`src/rtl/cc_pkg.sv`:
```
// Package: shared types for the condition code evaluator.
// Assumes the status byte order S L E U N Z V C (bit 7 to bit 0).
package cc_pkg;

    localparam int STATUS_W = 8;
    localparam int COND_W   = 4;
    localparam int SEL_W    = COND_W - 1;

    // Unpacked view of the status byte used by the evaluator.
    typedef struct packed {
        logic sx;   // sign extension (unused by tests)
        logic lim;  // limit
        logic ext;  // extension
        logic unn;  // unnormalized
        logic neg;  // negative
        logic zer;  // zero
        logic ovf;  // overflow
        logic cry;  // carry
    } flags_t;

    // Base tests selected by the three low bits of the condition field.
    typedef enum logic [SEL_W-1:0] {
        SEL_CARRY_CLR = 3'd0,
        SEL_GE        = 3'd1,
        SEL_NOT_ZERO  = 3'd2,
        SEL_PLUS      = 3'd3,
        SEL_NOT_NORM  = 3'd4,
        SEL_EXT_CLR   = 3'd5,
        SEL_LIM_CLR   = 3'd6,
        SEL_GT        = 3'd7
    } sel_t;

endpackage

```
`src/rtl/cc_flag_unpack.sv`:
```
// Module: cc_flag_unpack
// Splits the raw status byte into named flags.
// Assumes the fixed bit order S L E U N Z V C, bit 7 first.
module cc_flag_unpack
    import cc_pkg::*;
(
    input  logic [STATUS_W-1:0] status_i,
    output flags_t              flags_o
);

    // Purpose: map each status bit onto its named flag field.
    always_comb begin
        flags_o.sx  = status_i[7];
        flags_o.lim = status_i[6];
        flags_o.ext = status_i[5];
        flags_o.unn = status_i[4];
        flags_o.neg = status_i[3];
        flags_o.zer = status_i[2];
        flags_o.ovf = status_i[1];
        flags_o.cry = status_i[0];
    end

endmodule

```
`src/rtl/cc_base_eval.sv`:
```
// Module: cc_base_eval
// Evaluates the eight base tests, then applies the polarity bit.
// Assumes the polarity bit is the MSB of the condition field and that
// setting it selects the logical inverse of the base test.
module cc_base_eval
    import cc_pkg::*;
(
    input  flags_t            flags_i,
    input  logic [COND_W-1:0] cond_i,
    output logic              hit_o
);

    sel_t sel;
    logic inv;
    logic base;
    logic lt_term;
    logic le_term;
    logic norm_term;

    // Purpose: split the condition field into selector and polarity.
    always_comb begin
        sel = sel_t'(cond_i[SEL_W-1:0]);
        inv = cond_i[COND_W-1];
    end

    // Purpose: shared compare and normalization terms.
    always_comb begin
        lt_term   = flags_i.neg ^ flags_i.ovf;
        le_term   = flags_i.zer | lt_term;
        norm_term = flags_i.zer | (~flags_i.unn & ~flags_i.ext);
    end

    // Purpose: pick the base test named by the selector.
    always_comb begin
        unique case (sel)
            SEL_CARRY_CLR: base = ~flags_i.cry;
            SEL_GE:        base = ~lt_term;
            SEL_NOT_ZERO:  base = ~flags_i.zer;
            SEL_PLUS:      base = ~flags_i.neg;
            SEL_NOT_NORM:  base = ~norm_term;
            SEL_EXT_CLR:   base = ~flags_i.ext;
            SEL_LIM_CLR:   base = ~flags_i.lim;
            SEL_GT:        base = ~le_term;
            default:       base = 1'b0;
        endcase
    end

    // Purpose: apply the complement when the polarity bit is set.
    always_comb hit_o = base ^ inv;

endmodule

```
`src/rtl/cc_eval.sv`:
```
// Module: cc_eval (top)
// Decides whether a conditional instruction takes effect from the status
// byte and a 4-bit condition field. REG_OUT=1 adds one output register
// cleared by a synchronous active-low reset; REG_OUT=0 is combinational.
// Assumes flags are stable for the cycle they are sampled in.
module cc_eval
    import cc_pkg::*;
#(
    parameter bit REG_OUT = 1'b1
) (
    input  logic                clk,
    input  logic                rst_n,
    input  logic [STATUS_W-1:0] status_i,
    input  logic [COND_W-1:0]   cond_i,
    output logic                take_o
);

    flags_t flags;
    logic   hit;

    cc_flag_unpack u_unpack (
        .status_i (status_i),
        .flags_o  (flags)
    );

    cc_base_eval u_eval (
        .flags_i (flags),
        .cond_i  (cond_i),
        .hit_o   (hit)
    );

    generate
        if (REG_OUT) begin : g_reg
            logic take_q;
            // Purpose: retime the decision by one clock, clear on reset.
            always_ff @(posedge clk) begin
                if (!rst_n) take_q <= 1'b0;
                else        take_q <= hit;
            end
            assign take_o = take_q;
        end else begin : g_comb
            assign take_o = hit;
        end
    endgenerate

    // Port-level checks on the decision against the raw status bits.
    p_carry_r4: assert property (@(posedge clk) disable iff (!rst_n)
        (cond_i == 4'b1000) |-> (hit == status_i[0]));
    p_zero_r5: assert property (@(posedge clk) disable iff (!rst_n)
        (cond_i == 4'b1010) |-> (hit == status_i[2]));
    p_sign_r6: assert property (@(posedge clk) disable iff (!rst_n)
        (cond_i == 4'b0011) |-> (hit != status_i[3]));
    p_lt_r7: assert property (@(posedge clk) disable iff (!rst_n)
        (cond_i == 4'b1001) |-> (hit == (status_i[3] != status_i[1])));
    p_le_r8: assert property (@(posedge clk) disable iff (!rst_n)
        (cond_i == 4'b1111 && status_i[2]) |-> hit);
    p_norm_r9: assert property (@(posedge clk) disable iff (!rst_n)
        (cond_i == 4'b1100 && status_i[5:4] == 2'b00) |-> hit);
    p_limit_r10: assert property (@(posedge clk) disable iff (!rst_n)
        (cond_i == 4'b1110) |-> (hit == status_i[6]));

endmodule

```
`config.mk`:
```
export PLATFORM = sky130hd
export DESIGN_NAME = cc_eval
export DESIGN_NICKNAME = d
export VERILOG_FILES = /design/src/rtl/cc_pkg.sv /design/src/rtl/cc_flag_unpack.sv /design/src/rtl/cc_base_eval.sv /design/src/rtl/cc_eval.sv
export SDC_FILE = /design/constraint.sdc
export NUM_CORES = 1
export LEC_CHECK = 0
export ABC_AREA = 1
export BUFFER_PORTS_ARGS = -buffer_cell sky130_fd_sc_hd__buf_2
export CAP_MARGIN = 5
export CORE_AREA = 5 5 42 44
export DETAILED_ROUTE_END_ITERATION = 12
export DIE_AREA = 0 0 47 49
export GPL_ROUTABILITY_DRIVEN = 0
export HOLD_SLACK_MARGIN = 0.12
export SLEW_MARGIN = 20
export SYNTH_ARGS = -nofsm -noshare
export SYNTH_HDL_FRONTEND = slang
export SYNTH_SLANG_ARGS = --single-unit
export TNS_END_PERCENT = 50
```
`constraint.sdc`:
```
create_clock -name clk -period 1 [get_ports clk]
set_clock_uncertainty 0.05 [all_clocks]
set_input_delay 0.1 -clock clk [delete_from_list [all_inputs] [get_ports clk]]
set_output_delay 0.1 -clock clk [all_outputs]
set_load 0.05 [all_outputs]
```
==> results by group, run 1 <==
Logic synthesis
  • Register area share after synthesis: 0.126
  • Main combinational cell family by area after synthesis: simple AND/OR/NAND/NOR gates
  • Post-synthesis instance total: 33
  • Seq cells post-synth: 1
  • Primary FF master, synth: dfxtp_1
  • Mux share of post-synthesis cell area: 0
  • Synth area leaders: nand2_1, dfxtp_1, inv_1, nand3_1, nor2_1
  • Ys async rst share: 0
  • Syn avg cell area: around 4.8 um^2
  • Adder-cell area share of the yosys netlist: 0
  • Synth unique cells: 11
  • Most common cell in the netlist: nand2_1
  • Simple-gate share of the synthesized area: 0.535
  • Compound-gate portion of the synthesized area: 0.197
  • Post-synth top cells: nand2_1, inv_1, nand3_1, nor2_1, a21oi_1
  • Ys Warns: 0
  • Post-synth EDFFs: 0
  • Post-synthesis cell area: ~160 um^2
  • Synth area leader: nand2_1
  • XOR/XNOR share of the synthesized area: 0
  • Net Count, Synth: 47
  • Area share of the largest cell type after synthesis: 0.331

Floorplan
  • Die area: ~2300 um^2
  • Die height: roughly 49 um
  • Row count: 14
  • Io pins: 15
  • Die Wd: 47 um
  • Core area: between 1000 and 1500 um^2
  • Initial Util: 0.113

Placement
  • Detailed placement HPWL: 409 um
  • Dpl cell area: around 240 um^2
  • IO buf count: 13

STA
  • Final setup fails: 0
  • Fin Setup TNS: 0 ns
  • Relative slew slack: 0.836
  • Worst slew pin tran: 0.248 ns
  • Fin crit period: about 0.94 ns
  • Max Transition Viols Final: 0
  • Peak Freq: 1060 MHz
  • Unrepaired setup endpoints after global routing: yes
  • Final hold vios: 0
  • Tcrit/Tclk final: 0.943
  • Final hold slack: about 0.28 ns

CTS
  • Post-CTS Hold Buffers: 0
  • Worst-path clk slew: 0 ns
  • Buffer count from post-CTS setup fixing: 0
  • Post_cts resized: 0

Cells and area
  • Area delta synth->final: 72.4%
  • Max reg flops: 1
  • Nets@finish: between 60 and 70
  • N_diodes: 0
  • Final core utilization: 0.196
  • Share of layout cells above drive strength 1: 0.413
  • Final Instance Area: between 200 and 300 um^2

Global routing
  • First-pass GRT wire length: 655 um
  • Largest net degree at the start of global routing: 7
  • Vias in the first global route: roughly 190
  • Initial antenna violation count: 0
  • Tot GR Track Use: 0.0351
  • Total global routing overflow: 0

Drt
  • Vias per cell: 3.79
  • DRT Pass-1 Iters: 4
  • Starting DRC count in detailed routing: 3
  • Remaining DRCs: 0
  • Final WL: roughly 470 um
  • Total number of vias: between 200 and 250
  • Post-DR wirelength/cell: 7.58 um
  • Antenna viol nets, final: 0

Pwr
  • PD cells: 548 nW/um^2
  • Worst IR drop on VDD: approximately 0.073 mV
  • Leakage power total: around 0.16 nW

Min path
  • Type of the worst min-delay path: in2reg

Status
  • Outcome: completed

Critical path
  • Worst EP required: roughly 0.84 ns
  • CP startpoint kind: primary input
  • Crit. End Element: flop
  • Critical path arrival: about 0.78 ns
  • Critical path type: in2reg
  • Critical path fanouts, max: 6

Run
  • Max Cap Violations: 0
[power by group]
group	switching (mW)	internal, mW	leakage [nW]
Clock	0	0	0
Sequential	0.000604	0.0445	0.00836
Combinational	0.0577	0.0473	0.154
[path summary, 6_finish.rpt]
check	from	end	slack (ns)	cells past startpoint
worst max-delay path	cond_i[1]	take_o	0.06	8
worst min-delay path	rst_n	take_o	0.28	3
[area by class of cell]
class                           count  area, um^2
Timing Repair Buffer               13        81.3
Sequential cell                     1        20.0
Inverter                            6        22.5
Fill cell                         163        1130
Tap cell                           16        20.0
Multi-Input combinational cell     26         130
[cell families after synthesis]
kind of cell           count (synthesis)
AOI/OAI and AO/OA                      5
buffers and inverters                  6
DFF                                    1
and+or+nand+nor                       21
[cell usage in the layout, fill, tap and decap left out, drive strengths merged]
master / n
a21boi: 1
a21oi: 3
buf: 13
dfxtp: 1
inv: 6
nand2: 14
nand3: 3
nor2: 3
o21ai: 1
or2: 1
[metal layers]
| layer | routed length (um) | share of wire | GRT usage | vias up |
|---|---|---|---|---|
| met3 | 96 | 0.20 | 0.0185 | 0 |
| li1 | - | - | - | 128 |
| met1 | 168 | 0.36 | 0.0391 | 95 |
| met2 | 204 | 0.43 | 0.0611 | 12 |
| met4 | 0 | 0 | 0 | 0 |
| met5 | 0 | 0 | 0 | - |
[per-stage QoR]
step           cells  worst slack [ns]  total power, mW
2_1_floorplan     33             0.218           0.0981
3_3_place_gp      62            0.0281            0.135
3_5_place_dp      62            0.0150            0.136
4_1_cts           62            0.0129            0.136
5_1_grt           62           -0.0117            0.163
6_report          62            0.0571            0.150
[worst max-delay path, cell delays in order]
cell     delay [ns]
buf_8          0.10
or2_1          0.20
nand2_1        0.06
nand2_1        0.06
nand3_2        0.09
nand3_2        0.07
nand2_1        0.06
nor2_1         0.04
(Power assumes the default switching activity.)
==> run 2: changes to the inputs <==
ABC_AREA = not set   (was 1)
clock period = 1.02 ns   (was 1 ns; I/O delays follow)
==> run 2 against run 1 <==
Core utilization is 2.3 points higher. The flow now finishes with violations (negative setup slack). Global-route usage rose by 0.77 points. Critical path depth down 2. Wire length grew 17%. Critical path type unchanged. Via count shrank 3.0%. Setup slack got worse by 0.20 ns. Final cell count decreased by 11%. Highest routed layer unchanged.
==> results by group, run 2 <==
Drt
  • Antenna viol nets, final: 0 (unchanged)
  • Starting DRC count in detailed routing: 3 (unchanged)
  • Vias per cell: 4.15 (+9.4%)
  • DRT Pass-1 Iters: 2 (-2)
  • Final WL: 550 um (+17%)
  • Post-DR wirelength/cell: 10.0 um (+32%)
  • Remaining DRCs: 0 (unchanged)
  • Total number of vias: 228 (-3.0%)

Cells and area
  • N_diodes: 0 (unchanged)
  • Max reg flops: 1 (unchanged)
  • Layout fillers: 165 (+1.2%)
  • Nets@finish: 55 (-11%)
  • Final Instance Area: 307 um^2 (+12%)
  • Commonest cells after routing, fill and taps aside: buf_2, buf_6, buf_4, nor2_1
  • Share of layout cells above drive strength 1: 0.538 (+0.125)
  • Most common cell after layout, fill and taps aside: buf_2
  • Final core utilization: 0.219 (+0.0232)
  • Area delta synth->final: 109%

Logic synthesis
  • Post-synth top cells: nor2_1, inv_1, nand3_1, o21ai_0
  • Syn avg cell area: 6.65 um^2 (+38%)
  • Ys Warns: 0 (unchanged)
  • Area share of the largest cell type after synthesis: 0.137 (-0.194)
  • Seq cells post-synth: 1 (unchanged)
  • Register area share after synthesis: 0.137 (+0.0108)
  • Net Count, Synth: 36 (-23%)
  • Most common cell in the netlist: nor2_1
  • Synth unique cells: 17 (+6)
  • Post-synthesis instance total: 22 (-33%)
  • Post-synthesis cell area: 146 um^2 (-7.9%)
  • Synth area leaders: dfxtp_1, o31ai_2, a2111o_1, nor2_1, mux2i_1
  • Synth area leader: dfxtp_1
  • Post-synth EDFFs: 0 (unchanged)
  • Ys async rst share: 0 (unchanged)
  • Primary FF master, synth: dfxtp_1

Critical path
  • Worst EP required: 0.91 ns (+0.07 ns)
  • Critical path type: in2reg
  • Critical path arrival: 1.05 ns (+0.27 ns)
  • CP startpoint kind: primary input
  • CP Cell Sequence: buf_6 > o21ai_2 > a21oi_1 > or2_1 > a2111o_1 > nand3_1
  • Critical path's slowest cell: a2111o_1
  • Delay of the slowest critical-path stage: 0.36 ns (+0.16 ns)
  • Crit. End Element: flop
  • Critical path fanouts, max: 3 (-3)

STA
  • Tcrit/Tclk final: 1.14
  • Max Transition Viols Final: 0 (unchanged)
  • Relative slew slack: 0.832 (-0.00417)
  • Peak Freq: 862 MHz
  • Final hold vios: 0 (unchanged)
  • Final setup fails: 1 (+1)
  • Worst slew pin tran: 0.252 ns (+0.00455 ns)
  • Worst setup margin: -0.140 ns (-0.197 ns)
  • Fin crit period: between 1 and 1.5 ns
  • Unrepaired setup endpoints after global routing: yes

Global routing
  • Initial antenna violation count: 0 (unchanged)
  • Largest net degree at the start of global routing: 8 (+1)
  • Tot GR Track Use: 0.0428 (+0.00775)
  • First-pass GRT wire length: 814 um (+24%)
  • Total global routing overflow: 0 (unchanged)
  • Vias in the first global route: 204 (+5.7%)

Floorplan
  • Die area: 2300 um^2 (unchanged)
  • Die Wd: 47 um (unchanged)
  • Die height: 49 um (unchanged)
  • Core area: 1400 um^2 (unchanged)
  • Row count: 14 (unchanged)
  • Initial Util: 0.104 (-0.00893)
  • Io pins: 15 (unchanged)

Status
  • Outcome: finished, violations left
  • Violated checks: negative setup slack

Placement
  • Worst Setup Slack post-DPL: -0.180 ns (-0.195 ns)
  • Detailed placement HPWL: 452 um (+11%)
  • IO buf count: 13 (unchanged)
  • Dpl cell area: 254 um^2 (+4.1%)

CTS
  • Worst-path clk slew: 0 ns (unchanged)
  • Post-CTS Hold Buffers: 0 (unchanged)

Pwr
  • Switching Fraction: 0.371 (-0.0172)
  • Combinational Power Share: 0.733 (+0.033)
  • Fraction of power consumed by the clock network: 0 (unchanged)
  • Seq pwr share: 0.267 (-0.033)
  • Final Power: 0.168 mW (+12%)
  • Psw: 0.0623 mW (+6.9%)
  • Leakage power total: 0.142 nW (-13%)
  • Worst IR drop on VDD: 0.104 mV (+42%)
  • Int Pwr: 0.106 mW (+15%)
  • PD cells: 547 nW/um^2 (about the same)

Min path
  • Type of the worst min-delay path: in2reg
  • Worst hold path cell count: 3 (unchanged)

Run
  • Max Cap Violations: 0 (unchanged)
==> run 2: critical path: cells and delay by family <==
| family | cells | cell delay (ns) |
|---|---|---|
| AOI/OAI and AO/OA | 3 | 0.54 |
| and+or+nand+nor | 2 | 0.30 |
| buffers and inverters | 1 | 0.10 |
==> run 2: layout make-up <==
cell class / count / area, um^2 / area share
Inverter: 3 / 11.3 / 0.0367
Multi-Input combinational cell: 18 / 135 / 0.441
Sequential cell: 1 / 20.0 / 0.0653
Tap cell: 16 / 20.0 / 0.0653
Timing Repair Buffer: 17 / 120 / 0.392
==> run 2: stage by stage <==
step	TNS [ns]	hold WS, ns	cells
floorplan	0	0.198	22
global route	-0.195	0.349	55
finish	-0.140	0.335	55
CTS	-0.125	0.333	54
global placement	-0.175	0.325	54
detailed placement	-0.180	0.332	54
==> run 2: cell families after synthesis <==
group,Yosys count,synth area share
flops,1,0.137
compound gates,8,0.402
simple gates,9,0.316
mux,1,0.0684
buf+inv,3,0.0769
==> run 2: timing repair <==
item                                    CTS  global route
endpoints found under the setup margin    1             1
pin swaps                                 2             1
gates cloned                              0             0
gates resized for setup                   9             0
setup buffers                             0             1
==> run 2: final timing paths <==
check | startpoint | to | slack [ns]
setup / recovery | status_i[2] | take_o | -0.14
hold / removal | cond_i[3] | take_o | 0.34
==> run 2: power groups by stage <==
stage / Sequential, mW / Combinational, mW / Clock [mW]
4_1_cts: 0.0448 / 0.120 / 0
3_5_place_dp: 0.0448 / 0.0992 / 0
2_1_floorplan: 0.0607 / 0.0303 / 0
3_3_place_gp: 0.0451 / 0.0971 / 0
6_report: 0.0449 / 0.123 / 0
5_1_grt: 0.0452 / 0.133 / 0
==> run 2: routing by layer <==
metal | share of wire | global-route usage | vias up
met4 | 0 | 0 | 0
met3 | 0.14 | 0.00369 | 0
met1 | 0.40 | 0.0545 | 100
met5 | 0 | 0 | -
met2 | 0.47 | 0.0792 | 9
li1 | - | - | 119
==> run 3: changes to the inputs <==
clock period = 1.1 ns   (was 1.02 ns; I/O delays follow)
==> run 3 against run 2 <==
Sequential share of layout area increased by 0.64 points. The run still ends with negative setup slack left. Flip-flop and latch count unchanged. Sequential power decreased by 7.3%. Core utilization decreased by 2.0 points. Combinational power decreased by 18%. Power decreased by 15%. First-iteration DRC count decreased by 100%.
==> results by group, run 3 (synthesized netlist as in run 2, its figures left out) <==
Status
  • Outcome: finished, violations left
  • Violated checks: negative setup slack

STA
  • Max Transition Viols Final: 0 (unchanged)
  • Fin crit period: between 1 and 1.5 ns
  • Worst slew pin tran: 0.245 ns (-0.00737 ns)
  • Tcrit/Tclk final: 1.06
  • Unrepaired setup endpoints after global routing: yes
  • Final setup fails: 1 (unchanged)
  • Worst setup margin: -0.0659 ns (+0.0744 ns)
  • Relative slew slack: 0.837 (+0.00491)
  • Final hold slack: 0.331 ns (-0.00409 ns)
  • Final hold vios: 0 (unchanged)
  • Fin Setup TNS: -0.0659 ns (+0.0744 ns)
  • Peak Freq: roughly 860 MHz

Cells and area
  • Area delta synth->final: 90.6%
  • Layout fillers: 169 (+2.4%)
  • N_diodes: 0 (unchanged)
  • Nets@finish: 53 (-3.6%)
  • Share of layout cells above drive strength 1: 0.514 (-0.0249)
  • Final core utilization: 0.199 (-0.0196)
  • Max reg flops: 1 (unchanged)
  • Most common cell after layout, fill and taps aside: buf_2
  • Commonest cells after routing, fill and taps aside: buf_2, nor2_1, buf_6

Critical path
  • Worst EP required: 0.99 ns (+0.08 ns)
  • CP startpoint kind: primary input
  • Critical path arrival: 1.05 ns (about the same)
  • Critical path fanouts, max: 6 (+3)
  • Critical path type: in2reg
  • Crit. End Element: flop

Min path
  • Hold_sp: cond_i[3]
  • Type of the worst min-delay path: in2reg
  • Hold endpoint: take_o
  • Worst hold path cell count: 3 (unchanged)

Floorplan
  • Io pins: 15 (unchanged)
  • Die Wd: 47 um (unchanged)
  • Row count: 14 (unchanged)
  • Die area: 2300 um^2 (unchanged)
  • Core area: 1400 um^2 (unchanged)
  • Initial Util: 0.104 (unchanged)
  • Die height: 49 um (unchanged)

Drt
  • Antenna viol nets, final: 0 (unchanged)
  • Post-DR wirelength/cell: 8.94 um (-11%)
  • Max layer used: met3
  • Routed wl met2: 231 um (-9.8%)
  • M1 wire length: 153 um (-30%)
  • Starting DRC count in detailed routing: 0 (-3)
  • Vias per cell: 4.19 (+1.0%)
  • Met3 WL: 89 um (+19%)
  • DRT Pass-1 Iters: 1 (-1)
  • Final WL: 474 um (-14%)
  • Remaining DRCs: 0 (unchanged)
  • Total number of vias: 222 (-2.6%)

CTS
  • Worst-path clk slew: 0 ns (unchanged)
  • Buffer count from post-CTS setup fixing: 0 (unchanged)

Pwr
  • Switching Fraction: 0.367 (-0.00445)
  • Psw: 0.0522 mW (-16%)
  • PD cells: 510 nW/um^2 (-6.8%)
  • Fraction of power consumed by the clock network: 0 (unchanged)
  • Final Power: 0.142 mW (-15%)
  • Seq pwr share: 0.292 (+0.025)
  • Worst IR drop on VDD: 0.115 mV (+11%)
  • Combinational Power Share: 0.708 (-0.025)
  • Leakage power total: 0.130 nW (-8.3%)
  • Int Pwr: 0.0901 mW (-15%)

Placement
  • Detailed placement HPWL: 421 um (-6.9%)
  • IO buf count: 13 (unchanged)
  • Worst Setup Slack post-DPL: -0.131 ns (+0.0489 ns)

Global routing
  • Total global routing overflow: 0 (unchanged)
  • Vias in the first global route: 205 (+0.49%)
  • Largest net degree at the start of global routing: 8 (unchanged)
  • First-pass GRT wire length: 710 um (-13%)
  • Tot GR Track Use: 0.0365 (-0.00632)
  • Initial antenna violation count: 0 (unchanged)

Run
  • Max Cap Violations: 0 (unchanged)
run 3: changes by cell type in the layout (fill, tap and decap cells not counted):
cell,delta
o31ai_2,+1
buf_4,-2
o21ai_0,-1
o21ai_1,+1
o31ai_4,-1
clkbuf_4,+1
buf_6,-1
run 3: worst max-delay path by stage:
stage	startpoint	endpoint	slack (ns)	cells after the start
5_1_grt	cond_i[1]	take_o	-0.13	5
3_3_place_gp	status_i[1]	take_o	-0.11	6
6_report	cond_i[1]	take_o	-0.07	5
2_1_floorplan	status_i[1]	take_o	0.05	5
3_5_place_dp	status_i[1]	take_o	-0.13	6
4_1_cts	status_i[2]	take_o	-0.08	6
run 3: worst max-delay path, stage by stage:
cell,delay [ns]
clkbuf_4,0.14
o31ai_2,0.23
a31oi_1,0.08
a2111o_1,0.42
nand3_1,0.07
run 3: power by group through the flow:
stage / clock network, mW / logic [mW] / registers (mW)
floorplan: 0 / 0.0281 / 0.0563
global placement: 0 / 0.0862 / 0.0418
detailed placement: 0 / 0.0881 / 0.0416
CTS: 0 / 0.100 / 0.0416
global route: 0 / 0.111 / 0.0420
finish: 0 / 0.101 / 0.0416
run 3: metal layers:
layer  up-vias  global-route usage
li1        115                   -
met1        98              0.0392
met2         9              0.0656
met3         0              0.0111
met4         0             0.00922
met5         -                   0
run 3: cell type report:
cell class | instances | area [um^2] | area share
flip-flops and latches | 1 | 20.0 | 0.0717
multi-input cells | 18 | 126 | 0.453
repair buffers | 15 | 101 | 0.363
inverters | 3 | 11.3 | 0.0404
well taps | 16 | 20.0 | 0.0717
run 3: repair_timing:
action | in CTS | in global routing
resized for setup | 6 | 2
endpoints found under the setup margin | 1 | 1
hold buffers | 0 | 0
pin swaps | 5 | 0
run 3: stage by stage:
stage	cell area, um^2	cells
after floorplan	146	22
after global placement	246	53
after detailed placement	246	53
after CTS	277	53
after global routing	279	53
final	279	53
